[config.mk]
export PLATFORM = sky130hd
export DESIGN_NAME = mpx_uart
export DESIGN_NICKNAME = d
export VERILOG_FILES = /design/src/rtl/mpx_uart_pkg.sv /design/src/rtl/mpx_uart_tx.sv /design/src/rtl/mpx_uart_rx.sv /design/src/rtl/mpx_uart_rxhost.sv /design/src/rtl/mpx_uart.sv
export SDC_FILE = /design/constraint.sdc
export NUM_CORES = 1
export LEC_CHECK = 0
export ABC_AREA = 1
export ABC_CLOCK_PERIOD_IN_PS = 1720
export BUFFER_PORTS_ARGS = -buffer_cell sky130_fd_sc_hd__buf_2
export CORE_MARGIN = 10
export CORE_UTILIZATION = 57
export DETAILED_ROUTE_END_ITERATION = 10
export MAX_ROUTING_LAYER = met4
export PLACE_DENSITY = 0.79
export SYNTH_ARGS = -nofsm -noshare
export SYNTH_HDL_FRONTEND = slang
export SYNTH_SLANG_ARGS = --single-unit
[constraint.sdc]
create_clock -name clk -period 1.72 [get_ports clk]
set_clock_uncertainty 0.1 [all_clocks]
set_input_delay 0.086 -clock clk [delete_from_list [all_inputs] [get_ports clk]]
set_output_delay 0.086 -clock clk [all_outputs]
set_load 0.02 [all_outputs]
[src/rtl/mpx_uart_pkg.sv]
package mpx_uart_pkg;
    localparam int UART_DW  = 8;
    localparam int UART_OSR = 16;

    typedef enum logic [2:0] {
        TX_IDLE, TX_START, TX_DATA, TX_MPB, TX_STOP
    } tx_state_e;

    typedef enum logic [2:0] {
        RX_IDLE, RX_START, RX_DATA, RX_MPB, RX_STOP, RX_MARK
    } rx_state_e;
endpackage

[src/rtl/mpx_uart_tx.sv]
module mpx_uart_tx
    import mpx_uart_pkg::*;
#(
    parameter int DW  = UART_DW,
    parameter int OSR = UART_OSR
) (
    input  logic          clk,
    input  logic          rst_n,
    input  logic          os_tick,
    input  logic          wr,
    input  logic [DW-1:0] wdata,
    input  logic          wid,
    output logic          txd,
    output logic          empty,
    output logic          tend
);
    localparam int CW = $clog2(OSR);
    localparam int IW = (DW > 1) ? $clog2(DW) : 1;

    tx_state_e     st, st_nx;
    logic [DW-1:0] hold_q, sh_q;
    logic          hold_id, sh_id;
    logic [CW-1:0] sub_q;
    logic [IW-1:0] idx_q;
    logic          bit_end, load, accept_wr;

    assign bit_end   = os_tick && (sub_q == CW'(OSR - 1));
    assign accept_wr = wr && empty;
    assign load      = !empty && ((st == TX_IDLE) || ((st == TX_STOP) && bit_end));

    // next state
    always_comb begin
        st_nx = st;
        unique case (st)
            TX_IDLE:  if (load) st_nx = TX_START;
            TX_START: if (bit_end) st_nx = TX_DATA;
            TX_DATA:  if (bit_end && (idx_q == IW'(DW - 1))) st_nx = TX_MPB;
            TX_MPB:   if (bit_end) st_nx = TX_STOP;
            TX_STOP:  if (bit_end) st_nx = load ? TX_START : TX_IDLE;
            default:  st_nx = TX_IDLE;
        endcase
    end

    // state register
    always_ff @(posedge clk or negedge rst_n) begin
        if (!rst_n) st <= TX_IDLE;
        else        st <= st_nx;
    end

    // line output
    always_comb begin
        unique case (st)
            TX_IDLE:  txd = 1'b1;
            TX_START: txd = 1'b0;
            TX_DATA:  txd = sh_q[0];
            TX_MPB:   txd = sh_id;
            TX_STOP:  txd = 1'b1;
            default:  txd = 1'b1;
        endcase
    end

    // datapath and flags
    always_ff @(posedge clk or negedge rst_n) begin
        if (!rst_n) begin
            hold_q  <= '0;
            hold_id <= 1'b0;
            sh_q    <= '0;
            sh_id   <= 1'b0;
            sub_q   <= '0;
            idx_q   <= '0;
            empty   <= 1'b1;
            tend    <= 1'b1;
        end else begin
            if (load || bit_end)  sub_q <= '0;
            else if (os_tick)     sub_q <= sub_q + 1'b1;

            if (load)                            idx_q <= '0;
            else if ((st == TX_DATA) && bit_end) idx_q <= idx_q + 1'b1;

            if (load) begin
                sh_q  <= hold_q;
                sh_id <= hold_id;
            end else if ((st == TX_DATA) && bit_end) begin
                sh_q <= sh_q >> 1;
            end

            if (accept_wr) begin
                hold_q  <= wdata;
                hold_id <= wid;
                empty   <= 1'b0;
            end else if (load) begin
                empty <= 1'b1;
            end

            if (accept_wr)                                 tend <= 1'b0;
            else if ((st == TX_STOP) && bit_end && !load)  tend <= 1'b1;
        end
    end
endmodule

[src/rtl/mpx_uart_rx.sv]
module mpx_uart_rx
    import mpx_uart_pkg::*;
#(
    parameter int DW  = UART_DW,
    parameter int OSR = UART_OSR
) (
    input  logic          clk,
    input  logic          rst_n,
    input  logic          os_tick,
    input  logic          rxd,
    output logic          done,
    output logic [DW-1:0] byte_o,
    output logic          mpb_o,
    output logic          stop_o
);
    localparam int CW = $clog2(OSR);
    localparam int IW = (DW > 1) ? $clog2(DW) : 1;

    rx_state_e     st, st_nx;
    logic [1:0]    sync_q;
    logic          rxs, mid;
    logic [CW-1:0] cnt_q;
    logic [IW-1:0] idx_q;
    logic [DW-1:0] sh_q;
    logic          mpb_q;

    assign rxs = sync_q[1];
    assign mid = os_tick && (cnt_q == ((st == RX_START) ? CW'(OSR / 2 - 1) : CW'(OSR - 1)));

    // next state
    always_comb begin
        st_nx = st;
        unique case (st)
            RX_IDLE:  if (os_tick && !rxs) st_nx = RX_START;
            RX_START: if (mid) st_nx = rxs ? RX_IDLE : RX_DATA;
            RX_DATA:  if (mid && (idx_q == IW'(DW - 1))) st_nx = RX_MPB;
            RX_MPB:   if (mid) st_nx = RX_STOP;
            RX_STOP:  if (mid) st_nx = rxs ? RX_IDLE : RX_MARK;
            RX_MARK:  if (rxs) st_nx = RX_IDLE;
            default:  st_nx = RX_IDLE;
        endcase
    end

    // state register
    always_ff @(posedge clk or negedge rst_n) begin
        if (!rst_n) st <= RX_IDLE;
        else        st <= st_nx;
    end

    // outputs toward the host side
    always_comb begin
        done   = (st == RX_STOP) && mid;
        byte_o = sh_q;
        mpb_o  = mpb_q;
        stop_o = rxs;
    end

    // sampling datapath
    always_ff @(posedge clk or negedge rst_n) begin
        if (!rst_n) begin
            sync_q <= 2'b11;
            cnt_q  <= '0;
            idx_q  <= '0;
            sh_q   <= '0;
            mpb_q  <= 1'b0;
        end else begin
            sync_q <= {sync_q[0], rxd};

            if ((st == RX_IDLE) || (st == RX_MARK) || mid) cnt_q <= '0;
            else if (os_tick)                              cnt_q <= cnt_q + 1'b1;

            if (st == RX_IDLE) idx_q <= '0;
            else if ((st == RX_DATA) && mid) begin
                idx_q <= idx_q + 1'b1;
                sh_q  <= {rxs, sh_q[DW-1:1]};
            end

            if ((st == RX_MPB) && mid) mpb_q <= rxs;
        end
    end
endmodule

[src/rtl/mpx_uart_rxhost.sv]
module mpx_uart_rxhost #(
    parameter int DW = 8
) (
    input  logic          clk,
    input  logic          rst_n,
    input  logic          done,
    input  logic [DW-1:0] byte_i,
    input  logic          mpb_i,
    input  logic          stop_i,
    input  logic          clr,
    input  logic          filt_set,
    output logic [DW-1:0] data_q,
    output logic          mpb_q,
    output logic          full_q,
    output logic          ovr_q,
    output logic          ferr_q,
    output logic          filt_q
);
    logic accept, busy;

    assign accept = done && (!filt_q || mpb_i);
    assign busy   = full_q && !clr;

    always_ff @(posedge clk or negedge rst_n) begin
        if (!rst_n) begin
            data_q <= '0;
            mpb_q  <= 1'b0;
            full_q <= 1'b0;
            ovr_q  <= 1'b0;
            ferr_q <= 1'b0;
            filt_q <= 1'b0;
        end else begin
            if (filt_set)              filt_q <= 1'b1;
            else if (accept && filt_q) filt_q <= 1'b0;

            if (accept && busy) begin
                ovr_q  <= 1'b1;
                ferr_q <= ferr_q | !stop_i;
            end else if (accept) begin
                data_q <= byte_i;
                mpb_q  <= mpb_i;
                full_q <= 1'b1;
                ovr_q  <= 1'b0;
                ferr_q <= !stop_i;
            end else if (clr) begin
                full_q <= 1'b0;
                ovr_q  <= 1'b0;
                ferr_q <= 1'b0;
            end
        end
    end
endmodule

[src/rtl/mpx_uart.sv]
module mpx_uart
    import mpx_uart_pkg::*;
#(
    parameter int DW  = UART_DW,
    parameter int OSR = UART_OSR
) (
    input  logic          clk,
    input  logic          rst_n,
    input  logic          os_tick,
    input  logic          tx_wr,
    input  logic [DW-1:0] tx_data,
    input  logic          tx_id,
    output logic          txd,
    output logic          tx_empty,
    output logic          tx_end,
    output logic          irq_txe,
    output logic          irq_tend,
    input  logic          rxd,
    input  logic          rx_clr,
    input  logic          mp_filt_set,
    output logic [DW-1:0] rx_data,
    output logic          rx_mpb,
    output logic          rx_full,
    output logic          rx_overrun,
    output logic          rx_frame_err,
    output logic          mp_filt,
    output logic          irq_rxf
);
    logic          rx_done;
    logic [DW-1:0] rx_byte;
    logic          rx_bit9;
    logic          rx_stop;

    mpx_uart_tx #(.DW(DW), .OSR(OSR)) u_tx (
        .clk(clk), .rst_n(rst_n), .os_tick(os_tick),
        .wr(tx_wr), .wdata(tx_data), .wid(tx_id),
        .txd(txd), .empty(tx_empty), .tend(tx_end)
    );

    mpx_uart_rx #(.DW(DW), .OSR(OSR)) u_rx (
        .clk(clk), .rst_n(rst_n), .os_tick(os_tick), .rxd(rxd),
        .done(rx_done), .byte_o(rx_byte), .mpb_o(rx_bit9), .stop_o(rx_stop)
    );

    mpx_uart_rxhost #(.DW(DW)) u_host (
        .clk(clk), .rst_n(rst_n), .done(rx_done), .byte_i(rx_byte),
        .mpb_i(rx_bit9), .stop_i(rx_stop), .clr(rx_clr), .filt_set(mp_filt_set),
        .data_q(rx_data), .mpb_q(rx_mpb), .full_q(rx_full),
        .ovr_q(rx_overrun), .ferr_q(rx_frame_err), .filt_q(mp_filt)
    );

    assign irq_txe  = tx_empty;
    assign irq_tend = tx_end;
    assign irq_rxf  = rx_full;
endmodule

# After elaboration in Yosys (flattened, before gate mapping)
# Index checks and enable logic that the tools add are counted.
[totals] mem_count=0 latch_bits=0 out_inout_bits=19 romBits=0 regBits=64 word_cells=135 ram_bits=0 in_bits=16
[op_classes] reduce_logical=43 div_mod_pow=0 bitwise=3 mux=40 n_mul=0 n_lt_le_gt_ge=0 n_eq_ne=24 n_shift=0 addsub=4
[op_table] cell="3-bit two-way mux" count=16
[op_table] cell="2-bit by 1-bit != test with 1-bit output, second input constant" count=11
[op_table] cell="4-bit two-way mux" count=5
[op_table] cell="3-bit case mux with 6 select lines" count=1
[op_table] cell="1-bit logical AND" count=17
[op_table] cell="8-bit two-way mux" count=2
[op_table] cell="2-bit nonzero test" count=8
[op_table] cell="3-bit equality test, second input constant" count=5
[op_table] cell="3-bit case mux with 5 select lines" count=1
[op_table] cell="1-bit two-way mux" count=13
[op_table] cell="3-bit by 2-bit equality test with 1-bit output, second input constant" count=4
[op_table] cell="4-bit by 1-bit adder with 4-bit output, second input constant" count=2
[op_table] cell="3-bit by 1-bit adder with 3-bit output, second input constant" count=2
[op_table] cell="3-bit by 1-bit equality test with 1-bit output, second input constant" count=2
[op_table] cell="3-bit logical NOT" count=2
[op_table] cell="2-bit AND reduction" count=3
[op_table] cell="6-bit AND reduction" count=1
[op_table] cell="1-bit logical NOT" count=5
[op_table] cell="1-bit logical OR" count=5
[op_table] cell="5-bit AND reduction" count=1
[op_table] cell="4-bit equality test" count=1
[op_table] cell="4-bit equality test, second input constant" count=1
[op_table] cell="1-bit case mux with 3 select lines" count=1
[op_table] cell="3-bit nonzero test" count=1
[op_table] cell="other kinds (3)" count=4

# Logic depth before layout (Yosys ltp)
# Gate-level depths: netlist of the first run.
[depth] ltp_word=9 depth_mapped=11 ltp_nobuf=10

# Cells and area by module
# A second synthesis of the first run with hierarchy kept.
[unflattened] cells_unflattened=374 area_unflattened_um2=3199.3
[modules_own_cells] mod="mpx_uart_tx" seq_area_each_um2=753.2 cells_each=195 area_per_inst_um2=1555.2 instances=1
[modules_own_cells] mod="mpx_uart_rx" seq_area_each_um2=528.0 cells_each=115 area_per_inst_um2=1059.8 instances=1
[modules_own_cells] mod="mpx_uart_rxhost" seq_area_each_um2=325.3 cells_each=61 area_per_inst_um2=561.8 instances=1
[modules_own_cells] mod="mpx_uart" seq_area_each_um2=0.0 cells_each=3 area_per_inst_um2=22.5 instances=1

# Least setup slack after synthesis of the first run
# OpenSTA, ideal clock, no wires.
[synth_timing] kind="register to register" start="reg u_tx.idx_q[0]" end="reg u_tx.st[2]" required_ns=1.492 stages_incl_launch_ff=9 setup_slack_ns=0.226 setup_time_ns=0.128 period_less_slack_ns=1.494 path_buffers=0 arrival_ns=1.267 cell_sequence="dfrtp_1 ha_1 ha_1 o21ai_0 nand2_1 o21ai_0 inv_1 nand2_1 o21ai_0"
[synth_via] elab_chain_cells=4
[synth_rtl] element="start, declared" line_no="mpx_uart_tx.sv:24" source="logic [IW-1:0] idx_q;"
[synth_rtl] element="start signal, assigned" line_no="mpx_uart_tx.sv:78" source="else if ((st == TX_DATA) && bit_end) idx_q <= idx_q + 1'b1;"
[synth_rtl] element="3-bit equality test" line_no="mpx_uart_tx.sv:37" source="TX_DATA: if (bit_end && (idx_q == IW'(DW - 1))) st_nx = TX_MPB;"
[synth_rtl] element="1-bit logical AND" line_no="mpx_uart_tx.sv:37"
[synth_rtl] element="2-bit by 1-bit != test with 1-bit output (no source line)"
[synth_rtl] element="5-bit AND reduction (no source line)"
[synth_rtl] element="end signal, assigned" line_no="mpx_uart_tx.sv:47" source="else st <= st_nx;"
[synth_rtl] element="end, declared" line_no="mpx_uart_tx.sv:20" source="tx_state_e st, st_nx;"
# Every way passes these cells.
# A chain may end at the register's enable or synchronous reset.

# Worst setup path after layout of the first run
[layout_timing] start="reg u_tx.sub_q[0]" end="reg u_tx.sh_q[0]"
[layout_via] elab_chain_cells=6 word_cells_on_any_way=8 cone_classes="eq/ne (1); mux (1); reduce/logical (6)"
[layout_rtl] element="start, declared" line_no="mpx_uart_tx.sv:23" source="logic [CW-1:0] sub_q;"
[layout_rtl] element="start signal, assigned" line_no="mpx_uart_tx.sv:75" source="else if (os_tick) sub_q <= sub_q + 1'b1;"
[layout_rtl] element="4-bit equality test *" line_no="mpx_uart_tx.sv:27" source="assign bit_end = os_tick && (sub_q == CW'(OSR - 1));"
[layout_rtl] element="1-bit logical AND *" line_no="mpx_uart_tx.sv:27"
[layout_rtl] element="1-bit logical AND" line_no="mpx_uart_tx.sv:29" source="assign load = !empty && ((st == TX_IDLE) || ((st == TX_STOP) && bit_end));"
[layout_rtl] element="1-bit logical OR" line_no="mpx_uart_tx.sv:29"
[layout_rtl] element="1-bit logical AND" line_no="mpx_uart_tx.sv:29"
[layout_rtl] element="8-bit two-way mux or 2-bit nonzero test (tied branches)"
[layout_rtl] element="end signal, assigned" line_no="mpx_uart_tx.sv:81" source="sh_q <= hold_q;"
[layout_rtl] element="end signal, assigned" line_no="mpx_uart_tx.sv:84" source="sh_q <= sh_q >> 1;"
[layout_rtl] element="end, declared" line_no="mpx_uart_tx.sv:21" source="logic [DW-1:0] hold_q, sh_q;"
# Every way passes the cells marked *; elsewhere a longest branch is shown, timed or not.

==> results by stage, run 1 <==
Status:
- The flow ran to the end, and the final reports show no timing, DRC or antenna violations.

Route:
- For this run, design rule violations remaining after detail routing come to 0.
- The vias per cell is 5.06.
- The post-detailed-route wirelength per cell is 12.9 um.
- Summed over all layers, the routed wires come to 5.79 mm.
- The total iterations of the first detailed-routing run is 4.
- The first routing iteration left 137 violations.
- The via total after detailed routing is 2264.
- The count of nets left with antenna violations once routing finished came out at 0.

Flow run:
- The number of max-cap violations is 0.

Floorplan:
- The die boundary height is 92.2 um.
- The number of rows in the core area is 26.
- In this run the standard cell core region covers 5070 sq um.
- The starting density of the core is 58.6%.
- The number of top-level pins is 35.
- The floorplan step defined a die boundary enclosing 8500 sq um.
- The x dimension of the die is 92.2 um.

Setup path:
- The largest individual stage delay along the critical path comes from the cell sky130_fd_sc_hd__dfrtp_1.
- The worst endpoint required time is 1.85 ns.
- In this design, the stage delay of the slowest critical-path cell is 0.43 ns.
- Traced cell by cell, the critical path runs through ha_4 > nand3_4 > nor2_4 > nand2_2 > nand2_2 > nand2_4 > buf_12 > o22ai_1 > nor2_1.
- The setup path with the least slack is of type reg -> reg.
- In this run the worst path has a maximum fanout of 8.
- The setup slack of the worst register-to-register path is 0.08 ns.
- The critical path startpoint category is a flip-flop.
- The endpoint type of the worst setup path is a flip-flop.
- The cell that appears most often on the critical path is sky130_fd_sc_hd__nand2_2.
- Data on the critical path arrives at its endpoint at 1.76 ns.

CTS:
- No sink is reached through more buffers than the 2 on the longest clock path.
- The number of sinks driven by the clock tree is 64.
- The later pin in the worst-skew pair is clocked with a latency of 0.34 ns.
- Counting the buffers created by CTS gives 9.
- The clock-pin transition on the worst setup and hold timing paths is 0.06 ns.
- The number of H-tree levels is 3.
- The CTS tree is done.
- The clock tree root driver cell is sky130_fd_sc_hd__clkbuf_8.

Power:
- In this run the power density over the cells is 1450 nW/um^2.
- VDD sags by at most 1.18 mV.
- The analysis attributes to cell leakage a power of 1.87 nW.
- The overall power of the completed layout is 5.29 mW.

Yosys:
- The number of standard cells after synthesis is 314.
- The post-synthesis instance area is 2970 sq um.
- The count of yosys warnings during synthesis is 0.
- The unique cell type count in the Yosys netlist is 37.
- After synthesis, the mean cell area works out to 9.46 sq um.
- After synthesis, flip-flops and latches occupy 54.1% of the total area.
- The flop and latch count out of synthesis is 64.
- Counting every net in the synthesized netlist gives 336.

Final layout:
- For this run, the number of standard cells in the final layout without fillers is 447.
- The number of antenna diodes in the final layout is 0.
- The library cells used most frequently in the layout, excluding fill and tap cells, are 68 x sky130_fd_sc_hd__nand2_1, 58 x sky130_fd_sc_hd__dfrtp_1, 34 x sky130_fd_sc_hd__buf_2.
- The core utilization of the finished layout is 71.9%.
- The sequential cells in the finished layout cover a total of 1610 sq um.
- Of the cells placed in the final design, the portion with a size suffix greater than 1 is 29.2%.
- The multi-input combinational cells in the finished layout cover a total of 1190 sq um.
- The number of fillers in the final layout is 384.
- With fillers left out, the area of the finished cells amounts to 3650 sq um.
- The number of nets in the final layout is 395.
- Relative to the synthesized area, the layout overhead comes to 22.9%.
- The library cell used most frequently in the layout, excluding fill and tap cells, is sky130_fd_sc_hd__nand2_1.

Place:
- Summed over all nets, the half-perimeter wirelength after detailed placement is 3.79 mm.
- The total placed instance area is 3190 sq um.
- The post-placement worst setup slack is -0.0261 ns.
- The count of input and output buffers is 34.
- The final estimated routing congestion in global placement is 0.866.
- The number of cells after detailed placement is 411.

STA:
- The final hold violation count came to 0.
- Setup slack closes at 0.0815 ns.
- The slew at the pin with the worst max-slew slack is 0.436 ns.
- The worst slew slack as a fraction of its limit is 70.9%.
- The count of final setup violators is 0.
- Hold timing on the final database bottoms out at a slack of 0.205 ns.
- The maximum achievable frequency is 610 MHz.
- The total count of max-transition violations in the final report is 0.
- The final period utilization is 95.3%.
- The setup TNS is 0 ns.
- The post-layout minimum cycle time is 1.64 ns.

GRT:
- The initial antenna violation count is 0.
- The overall track demand over capacity in global routing is 14.7%.
- The pin count of the biggest net entering global routing is 65.
- The wire length of the first global-routing pass is 10.1 mm.
- The total global routing overflow is 0.
- The via count of the first global-routing pass came to 2369.

Hold path:
- The min-delay analysis places its worst path in the category in -> async.
logic make-up after synthesis:
logic type	after synthesis	synth area share (%)
buffers and inverters	45	7.58
xor gates and xnor gates	3	0.884
adders and majority gates	6	2.53
DFF	64	54.1
muxes	7	2.65
and+or+nand+nor	141	22.7
AOI/OAI and AO/OA	48	9.60
layer usage:
| layer | vias up | GRT usage (%) | wire length [um] |
|---|---|---|---|
| met2 | 65 | 24.9 | 2940 |
| met1 | 1052 | 15.1 | 2470 |
| met3 | 14 | 6.28 | 287 |
| li1 | 1133 | - | - |
| met4 | 0 | 4.76 | 81 |
| met5 | - | - | 0 |
what timing repair did:
item	CTS	global route
pin swaps	1	3
setup buffers	1	5
gates resized for setup	2	16
setup endpoints to repair	3	25
endpoints found under the hold margin	80	0
hold buffers	15	0
cell type report:
| type | count | area share (%) |
|---|---|---|
| sequential | 64 | 44.1 |
| multi-input combinational | 205 | 32.7 |
| timing repair buffer | 59 | 11.6 |
| clock buffer | 12 | 4.52 |
| inverter | 34 | 3.56 |
| tap | 70 | 2.40 |
| clock inverter | 3 | 1.10 |
worst max-delay path, delay by kind of cell (launching register included):
family / cells / cell delay (ns)
AOI/OAI and AO/OA: 1 / 0.10
DFF: 1 / 0.43
and+or+nand+nor: 6 / 0.56
adders and majority gates: 1 / 0.18
buffers and inverters: 1 / 0.15
flip-flops by register name, summed over array words and instances (netlist names), 2 cells and up:
name           flops
u_rx.idx_q         3
u_tx.st            3
u_tx.hold_q        8
u_tx.sh_q          8
u_tx.sub_q         4
u_rx.byte_o        8
u_rx.cnt_q         4
u_tx.idx_q         3
u_rx.sync_q        2
u_host.data_q      8
u_rx.st            3
path summary, 6_finish.rpt:
kind,cells after the start,startpoint,end
max,9,u_tx.sub_q[0],u_tx.sh_q[0]
min,3,rst_n,u_rx.cnt_q[0]
max reg2reg,9,u_tx.sub_q[0],u_tx.sh_q[0]
min reg2reg,0,u_rx.sync_q[0],u_rx.sync_q[1]
max in group asynchronous,3,rst_n,u_tx.empty
min in group clk,0,u_rx.sync_q[0],u_rx.sync_q[1]
power by group:
group | leakage (nW) | internal (mW) | switching [mW] | total, mW
clock | 0.108 | 0.774 | 0.536 | 1.31
combinational | 0.977 | 0.761 | 1.02 | 1.78
sequential | 0.782 | 1.89 | 0.314 | 2.20
total | 1.87 | 3.42 | 1.87 | 5.29
cells in the mapped netlist:
| cell | number | share of area [%] |
|---|---|---|
| sky130_fd_sc_hd__a21oi_1 | 7 | 1.2 |
| sky130_fd_sc_hd__a21oi_2 | 1 | 0.29 |
| sky130_fd_sc_hd__a221o_1 | 1 | 0.34 |
| sky130_fd_sc_hd__and3_4 | 1 | 0.38 |
| sky130_fd_sc_hd__buf_2 | 1 | 0.17 |
| sky130_fd_sc_hd__buf_4 | 4 | 1.0 |
| sky130_fd_sc_hd__buf_6 | 5 | 1.9 |
| sky130_fd_sc_hd__clkbuf_1 | 1 | 0.13 |
| sky130_fd_sc_hd__dfrtp_1 | 60 | 51 |
| sky130_fd_sc_hd__dfstp_2 | 4 | 3.5 |
| sky130_fd_sc_hd__ha_1 | 6 | 2.5 |
| sky130_fd_sc_hd__inv_1 | 30 | 3.8 |
| sky130_fd_sc_hd__inv_2 | 3 | 0.38 |
| sky130_fd_sc_hd__inv_4 | 1 | 0.21 |
| sky130_fd_sc_hd__mux2_2 | 7 | 2.7 |
| sky130_fd_sc_hd__nand2_1 | 72 | 9.1 |
| sky130_fd_sc_hd__nand2_2 | 4 | 0.84 |
| sky130_fd_sc_hd__nand2_4 | 2 | 0.76 |
| sky130_fd_sc_hd__nand3_1 | 15 | 2.5 |
| sky130_fd_sc_hd__nand3_2 | 4 | 1.3 |
| sky130_fd_sc_hd__nand3_4 | 1 | 0.59 |
| sky130_fd_sc_hd__nand3b_1 | 1 | 0.25 |
| sky130_fd_sc_hd__nand4_1 | 3 | 0.63 |
| sky130_fd_sc_hd__nor2_1 | 26 | 3.3 |
| sky130_fd_sc_hd__nor2_2 | 1 | 0.21 |
| sky130_fd_sc_hd__nor2_4 | 3 | 1.1 |
| sky130_fd_sc_hd__nor3_1 | 5 | 0.84 |
| sky130_fd_sc_hd__nor3_2 | 1 | 0.34 |
| sky130_fd_sc_hd__nor3b_1 | 1 | 0.25 |
| sky130_fd_sc_hd__o21a_1 | 1 | 0.25 |
| sky130_fd_sc_hd__o21ai_0 | 18 | 3.0 |
| sky130_fd_sc_hd__o21ai_1 | 6 | 1.0 |
| sky130_fd_sc_hd__o21ai_2 | 6 | 1.8 |
| sky130_fd_sc_hd__o21bai_1 | 1 | 0.25 |
| sky130_fd_sc_hd__o22ai_1 | 7 | 1.5 |
| sky130_fd_sc_hd__or2_2 | 1 | 0.21 |
| sky130_fd_sc_hd__xor2_1 | 3 | 0.88 |
(Power assumes the default switching activity.)
==> run 2: changes to the inputs <==
--- a/config.mk
+++ b/config.mk
@@ -11,6 +11,7 @@
 export CORE_MARGIN = 10
 export CORE_UTILIZATION = 57
 export DETAILED_ROUTE_END_ITERATION = 10
+export GPL_TIMING_DRIVEN = 0
 export MAX_ROUTING_LAYER = met4
 export PLACE_DENSITY = 0.79
 export SYNTH_ARGS = -nofsm -noshare
==> run 2 against run 1 <==
Compared with the run above: clock power increased by 6%; fmax is 0.98% lower; setup slack worse by 0.016 ns; design area increased by 0.62%; register-to-register slack worse by 0.02 ns; critical endpoint is now u_tx.sh_q[1]; largest power group unchanged; combinational power is essentially flat; sequential cell count stayed put; worst hold slack improved by 0.051 ns; via count rose by 2.8%; sequential power decreased by 3%; critical path type unchanged.
==> results by stage, run 2 (synthesized netlist as in run 1, its figures left out) <==
Setup path:
- The worst endpoint required time came to 1.85 ns (about the same).
- The worst setup path is captured at a flip-flop.
- The setup slack of the worst register-to-register path was 0.07 ns (-0.02 ns).
- The kind of critical path is reg -> reg.
- The maximum fanout along the worst path was 9 (+1).
- The startpoint of the worst-slack reg-to-reg timing path is u_tx.sub_q[1].
- The destination of the critical timing path is u_tx.sh_q[1].
- The critical path startpoint category is a flip-flop.
- The critical path starts at u_tx.sub_q[1].
- The arrival time at the worst endpoint is 1.78 ns (+0.02 ns).
- The worst register-to-register path ends at u_tx.sh_q[1].
- The path depth of the worst reg2reg path is 9 (unchanged).

Route:
- The post-detailed-route wirelength per cell was 13.1 um (+1.2%).
- The via total after detailed routing is 2328 (+2.8%).
- The vias per cell was 5.12 (+1.0%).
- The remaining number of nets flagged by the antenna check after routing is 0 (unchanged).
- The total iterations of the first detailed-routing run was 4 (unchanged).
- The number of DRC markers after the initial detailed-route iteration came to 113 (-18%).
- The sum of routed wire length over all layers is 5.96 mm (+3.0%).
- The post-route DRC violation count is 0 (unchanged).

CTS:
- The deepest clock path buffer count came to 2 (unchanged).
- The tree is rooted in a sky130_fd_sc_hd__clkbuf_8.
- The number of H-tree levels is 3 (unchanged).
- The clock-pin transition on the worst setup and hold timing paths came to 0.06 ns (about the same).
- The number of sinks driven by the clock tree is 64 (unchanged).
- The insertion delay to the later sink of the worst-skew pair came to 0.34 ns (about the same).
- The CTS tree is done.
- The number of CTS-inserted buffers is 9 (unchanged).

STA:
- The setup TNS is 0 ns (unchanged).
- The final hold violation count is 0 (unchanged).
- The worst slew slack as a fraction of its limit is 49.0% (-22 points).
- The slew at the pin with the worst max-slew slack was 0.765 ns (+0.329 ns).
- The post-layout minimum cycle time is 1.65 ns (+0.0162 ns).
- Setup repair after global routing could not meet its margin everywhere.
- The total count of max-transition violations in the final report is 0 (unchanged).
- The final critical-path setup slack is 0.0653 ns (-0.0162 ns).
- The count of final setup violators is 0 (unchanged).
- The final period utilization is 96.2% (+0.94 points).
- The maximum achievable frequency is 604 MHz (-0.98%).

Final layout:
- The leading cell type in the layout, fill and taps excluded is sky130_fd_sc_hd__nand2_1.
- The core utilization of the finished layout is 72.4% (+0.44 points).
- From synthesis to final layout, the design area changed by 23.6%.
- The number of diodes is 0 (unchanged).
- In the layout the commonest cells are 70 x sky130_fd_sc_hd__nand2_1, 60 x sky130_fd_sc_hd__dfrtp_1, 34 x sky130_fd_sc_hd__buf_2.
- The share of cells above drive strength 1 is 28.8% (-0.35 points).
- The number of fillers in the final layout was 371 (-3.4%).
- The number of nets in the final layout came to 404 (+2.3%).

Floorplan:
- The number of rows in the core area was 26 (unchanged).
- The floorplan core area is 5070 sq um (unchanged).
- The number of top-level pins is 35 (unchanged).
- The die footprint is 8500 sq um (unchanged).
- The die boundary height is 92.2 um (unchanged).
- The x dimension of the die was 92.2 um (unchanged).
- The starting density of the core is 58.6% (unchanged).

Flow run:
- The number of max-cap violations came to 0 (unchanged).

Power:
- The peak ir drop on the vdd network is 1.08 mV (-8.6%).
- The standby leakage power was 1.90 nW (+1.8%).
- The ratio of total power to cell area is 1450 nW/um^2 (-0.16%).

Place:
- The post-detailed-placement half-perimeter wirelength is 3.90 mm (+2.9%).
- The count of input and output buffers was 33 (-2.9%).
- The final estimated routing congestion in global placement came to 0.874 (+0.98%).
- The post-placement worst setup slack is -0.00840 ns (+0.0177 ns).

GRT:
- The wire length of the first global-routing pass is 10.3 mm (+2.6%).
- The overall track demand over capacity in global routing was 15.2% (+0.45 points).
- The via count of the first global-routing pass is 2382 (+0.55%).
- The initial antenna violation count was 0 (unchanged).
- The pin count of the biggest net entering global routing is 65 (unchanged).
- The total global routing overflow is 0 (unchanged).

Hold path:
- The type of the most critical hold path is reg -> reg.
- The hold path depth is 0.

Status:
- The flow ran to the end, and the final reports show no timing, DRC or antenna violations.
==> run 2: cell count changes in the layout (fill, tap and decap cells not counted), sizes merged <==
cell and delta:
bufinv +1, buf +8, clkbuf -1
==> run 2: per-layer routing <==
layer,vias up,track usage (%),wire [um]
met2,59,24.7,2970
met4,0,8.35,173
met1,1098,16.5,2560
met3,16,4.16,254
met5,-,-,0
li1,1155,-,-
==> run 2: worst min-delay path by stage <==
stage	from	end	slack (ns)
floorplan	rst_n	u_host.data_q[0]	-0.31
finish	u_rx.sync_q[0]	u_rx.sync_q[1]	0.26
CTS	u_rx.sync_q[0]	u_rx.sync_q[1]	0.26
global placement	rxd	u_rx.sync_q[0]	0.09
global route	u_rx.sync_q[0]	u_rx.sync_q[1]	0.26
detailed placement	rxd	u_rx.sync_q[0]	0.09
==> run 2: through the flow <==
step	instances	instance area [sq um]	power [mW]	hold WS [ns]
global route	455	3670	5.68	0.259
finish	455	3670	5.32	0.256
global placement	417	3220	3.68	0.0926
CTS	447	3600	5.22	0.257
floorplan	314	2970	3.37	-0.310
detailed placement	417	3230	3.76	0.0922
==> run 2: layout make-up <==
type                            instances  area [sq um]  area share [%]
Buffer                                 11          95.1            2.59
Inverter                               34           130            3.54
Tap cell                               70          87.6            2.38
Clock inverter                          4          70.1            1.91
Timing Repair Buffer                   57           383            10.4
Clock buffer                           10           138            3.75
Multi-Input combinational cell        205          1160            31.7
Sequential cell                        64          1610            43.7
==> run 2: timing repair <==
action / 4_1_cts / 5_1_grt
hold buffers: 15 / 0
pin swaps: 1 / 5
endpoints found under the setup margin: 3 / 29
endpoints found under the hold margin: 77 / 0
gates cloned: 0 / 1
buffers inserted: 1 / 7
resized for setup: 3 / 6
==> run 2: worst max-delay path, cell delays in order (launching register included) <==
cell                      delay (ns)
sky130_fd_sc_hd__dfrtp_1        0.39
sky130_fd_sc_hd__ha_2           0.20
sky130_fd_sc_hd__nand3_2        0.12
sky130_fd_sc_hd__nor2_4         0.14
sky130_fd_sc_hd__nand2_1        0.10
sky130_fd_sc_hd__nand2_2        0.08
sky130_fd_sc_hd__nand2_4        0.10
sky130_fd_sc_hd__buf_6          0.15
sky130_fd_sc_hd__o22ai_1        0.10
sky130_fd_sc_hd__nor2_1         0.06
==> run 2: power by group <==
group	total (mW)	leakage [nW]	internal [mW]	switching, mW
Clock	1.39	0.108	0.834	0.555
Sequential	2.13	0.785	1.88	0.244
Combinational	1.80	1.01	0.747	1.06
==> run 3: changes to the inputs <==
--- a/config.mk
+++ b/config.mk
@@ -9,11 +9,11 @@
 export ABC_CLOCK_PERIOD_IN_PS = 1720
 export BUFFER_PORTS_ARGS = -buffer_cell sky130_fd_sc_hd__buf_2
 export CORE_MARGIN = 10
-export CORE_UTILIZATION = 57
+export CORE_UTILIZATION = 39
 export DETAILED_ROUTE_END_ITERATION = 10
 export GPL_TIMING_DRIVEN = 0
 export MAX_ROUTING_LAYER = met4
-export PLACE_DENSITY = 0.79
+export PLACE_DENSITY = 0.58
 export SYNTH_ARGS = -nofsm -noshare
 export SYNTH_HDL_FRONTEND = slang
 export SYNTH_SLANG_ARGS = --single-unit
==> run 3 against run 2 <==
Compared with the run above: register-to-register slack improved by 0.02 ns; clock power down 19%; clock-buffer cell count is 3 higher; worst hold slack worse by 0.0061 ns; power fell by 2.1%; non-clock buffer count grew 1; final cell count grew 7.3%; setup slack improved by 0.016 ns; largest cell class unchanged; global-route usage shrank 4.0 points.
==> results by stage, run 3 (synthesized netlist as in run 1, its figures left out) <==
Status:
- The run finished with clean final reports.

Floorplan:
- The die footprint came to 11500 sq um (+35%).
- The die boundary height is 107 um (+16%).
- The x dimension of the die was 107 um (+16%).
- The number of top-level pins is 35 (unchanged).
- The starting density of the core was 40.5% (-18 points).
- The number of rows in the core area was 31 (+19%).
- The floorplan core area is 7330 sq um (+44%).

Final layout:
- The multi-input gate area in the final layout is 1200 sq um (+3.2%).
- The number of nets in the final layout is 406 (+0.50%).
- The core utilization of the finished layout is 51.0% (-21 points).
- The share of cells above drive strength 1 came to 29.0% (+0.22 points).
- The summed area of non-filler cells in the final layout is 3740 sq um (+1.8%).
- The sequential cell area in the final layout came to 1610 sq um (unchanged).
- The number of diodes was 0 (unchanged).
- The library cell used most frequently in the layout, excluding fill and tap cells, is sky130_fd_sc_hd__nand2_1.
- The post-synthesis to final-layout area growth is 25.9%.
- The library cells used most frequently in the layout, excluding fill and tap cells, are 70 x sky130_fd_sc_hd__nand2_1, 60 x sky130_fd_sc_hd__dfrtp_1, 32 x sky130_fd_sc_hd__buf_2.
- The number of fillers in the final layout is 690 (+86%).

CTS:
- The clock-pin transition on the worst setup and hold timing paths was 0.07 ns (about the same).
- The number of H-tree levels is 3 (unchanged).
- The deepest clock path buffer count is 2 (unchanged).
- The number of sinks driven by the clock tree is 64 (unchanged).
- TritonCTS built the clock tree.
- The number of CTS-inserted buffers is 9 (unchanged).
- The insertion delay to the later sink of the worst-skew pair was 0.33 ns (about the same).
- The cell sitting at the root of the clock tree is a sky130_fd_sc_hd__clkbuf_8.

Power:
- The part of the power in the clock network was 21.4% (-4.7 points).
- The internal power of the cells came to 3.29 mW (-5.1%).
- The switching power is 1.92 mW (+3.7%).
- The register share of total power is 40.9% (+0.9 points).
- The share of total power consumed by net switching was 36.9% (+2.0 points).
- The standby leakage power is 1.90 nW (about the same).
- The overall power of the completed layout came to 5.21 mW (-2.1%).
- The fraction of power consumed by combinational cells was 37.6% (+3.7 points).
- The ratio of total power to cell area is 1390 nW/um^2 (-3.8%).
- The peak ir drop on the vdd network is 1.15 mV (+6.1%).

Route:
- The vias per cell is 4.66 (-9.0%).
- The total iterations of the first detailed-routing run is 4 (unchanged).
- The sum of routed wire length over all layers came to 6.02 mm (+1.1%).
- The post-detailed-route wirelength per cell was 12.3 um (-5.7%).
- The number of DRC markers after the initial detailed-route iteration came to 50 (-56%).
- The remaining number of nets flagged by the antenna check after routing came to 0 (unchanged).
- The post-route DRC violation count came to 0 (unchanged).
- The via total after detailed routing is 2273 (-2.4%).

Place:
- The total placed instance area came to 3260 sq um (+1.1%).
- The final estimated routing congestion in global placement is 0.824 (-5.8%).
- The count of input and output buffers came to 33 (unchanged).
- The post-detailed-placement half-perimeter wirelength came to 4.02 mm (+3.0%).

GRT:
- The wire length of the first global-routing pass was 10.4 mm (+0.46%).
- The initial antenna violation count is 0 (unchanged).
- The via count of the first global-routing pass came to 2316 (-2.8%).
- The pin count of the biggest net entering global routing is 65 (unchanged).
- The overall track demand over capacity in global routing is 11.1% (-4.0 points).
- The total global routing overflow is 0 (unchanged).

STA:
- The count of final setup violators came to 0 (unchanged).
- The post-layout minimum cycle time is 1.64 ns (-0.0161 ns).
- The final hold violation count is 0 (unchanged).
- The total count of max-transition violations in the final report is 0 (unchanged).
- The worst slew slack as a fraction of its limit is 46.3% (-2.8 points).
- The final period utilization is 95.3% (-0.93 points).
- The maximum achievable frequency is 610 MHz (+0.98%).
- The slew at the pin with the worst max-slew slack was 0.806 ns (+0.0415 ns).
- Setup repair after global routing could not meet its margin everywhere.

Setup path:
- The arrival time at the worst endpoint was 1.76 ns (-0.02 ns).
- The kind of critical path is reg -> reg.
- The maximum fanout along the worst path is 6 (-3).
- The worst setup path startpoint is u_tx.sub_q[1].
- STA classifies the critical path startpoint as a flip-flop.
- The worst endpoint required time is 1.84 ns (about the same).
- In this run the critical register-to-register path is launched from u_tx.sub_q[1].
- The worst setup path is captured at a flip-flop.

Hold path:
- The start point of the worst min-delay path is u_rx.sync_q[0].
- The type of the most critical hold path is reg -> reg.

Flow run:
- The number of max-cap violations is 0 (unchanged).
[run 3: changes by cell type in the layout (fill, tap and decap cells not counted), sizes merged]
cell      delta
nand2        +1
clkbuf       +4
clkinvlp     +1
bufinv       -2
[run 3: what timing repair did]
action / 4_1_cts / 5_1_grt
setup endpoints to repair: 0 / 24
endpoints found under the hold margin: 78 / 0
buffers inserted: 0 / 8
hold buffers: 15 / 0
gates resized for setup: 0 / 16
[run 3: worst paths after layout]
| path | end | cells past startpoint | slack, ns |
|---|---|---|---|
| setup / recovery | u_tx.sh_q[2] | 9 | 0.08 |
| hold / removal | u_rx.sync_q[1] | 0 | 0.25 |
| setup reg to reg | u_tx.sh_q[2] | 9 | 0.08 |
| hold reg to reg | u_rx.sync_q[1] | 0 | 0.25 |
| max in group asynchronous | u_tx.hold_q[2] | 2 | 0.71 |
| min in group asynchronous | u_rx.st[2] | 2 | 0.27 |
[run 3: critical path, stage by stage (launching register included)]
cell                      delay, ns
sky130_fd_sc_hd__dfrtp_1       0.41
sky130_fd_sc_hd__ha_4          0.17
sky130_fd_sc_hd__nand3_4       0.09
sky130_fd_sc_hd__nor2_4        0.18
sky130_fd_sc_hd__nand2_2       0.10
sky130_fd_sc_hd__nand2_4       0.09
sky130_fd_sc_hd__nand2_4       0.08
sky130_fd_sc_hd__buf_8         0.15
sky130_fd_sc_hd__o22ai_1       0.11
sky130_fd_sc_hd__nor2_1        0.05
[run 3: area by class of cell]
class,count,share of cell area (%)
Clock inverter,3,0.468
Buffer,11,2.71
Tap cell,99,3.31
Inverter,34,3.48
Timing Repair Buffer,58,11.0
Clock buffer,13,3.98
Multi-Input combinational cell,206,32.1
Sequential cell,64,43.0
[run 3: power by group through the flow]
stage / Combinational [mW] / Clock, mW / Sequential, mW
5_1_grt: 2.22 / 1.22 / 2.18
3_3_place_gp: 1.59 / 0 / 2.13
3_5_place_dp: 1.64 / 0 / 2.14
2_1_floorplan: 1.27 / 0 / 2.09
4_1_cts: 1.67 / 1.16 / 2.12
6_report: 1.96 / 1.12 / 2.13
[run 3: metal layers]
| layer | routed length [um] | GRT usage (%) | up-vias |
|---|---|---|---|
| li1 | - | - | 1163 |
| met1 | 2720 | 12.5 | 1066 |
| met2 | 2950 | 17.9 | 38 |
| met3 | 305 | 4.43 | 6 |
| met4 | 47 | 3.29 | 0 |
| met5 | 0 | - | - |
[run 3: per-stage QoR]
| stage | setup WS [ns] | hold slack [ns] | setup TNS, ns | std cells |
|---|---|---|---|---|
| after floorplan | 0.226 | -0.310 | 0 | 314 |
| after global placement | 0.0497 | 0.0940 | 0 | 446 |
| after detailed placement | 0.0299 | 0.0929 | 0 | 446 |
| after CTS | 0.0138 | 0.255 | 0 | 477 |
| after global routing | -0.0428 | 0.256 | -0.147 | 488 |
| final | 0.0814 | 0.250 | 0 | 488 |
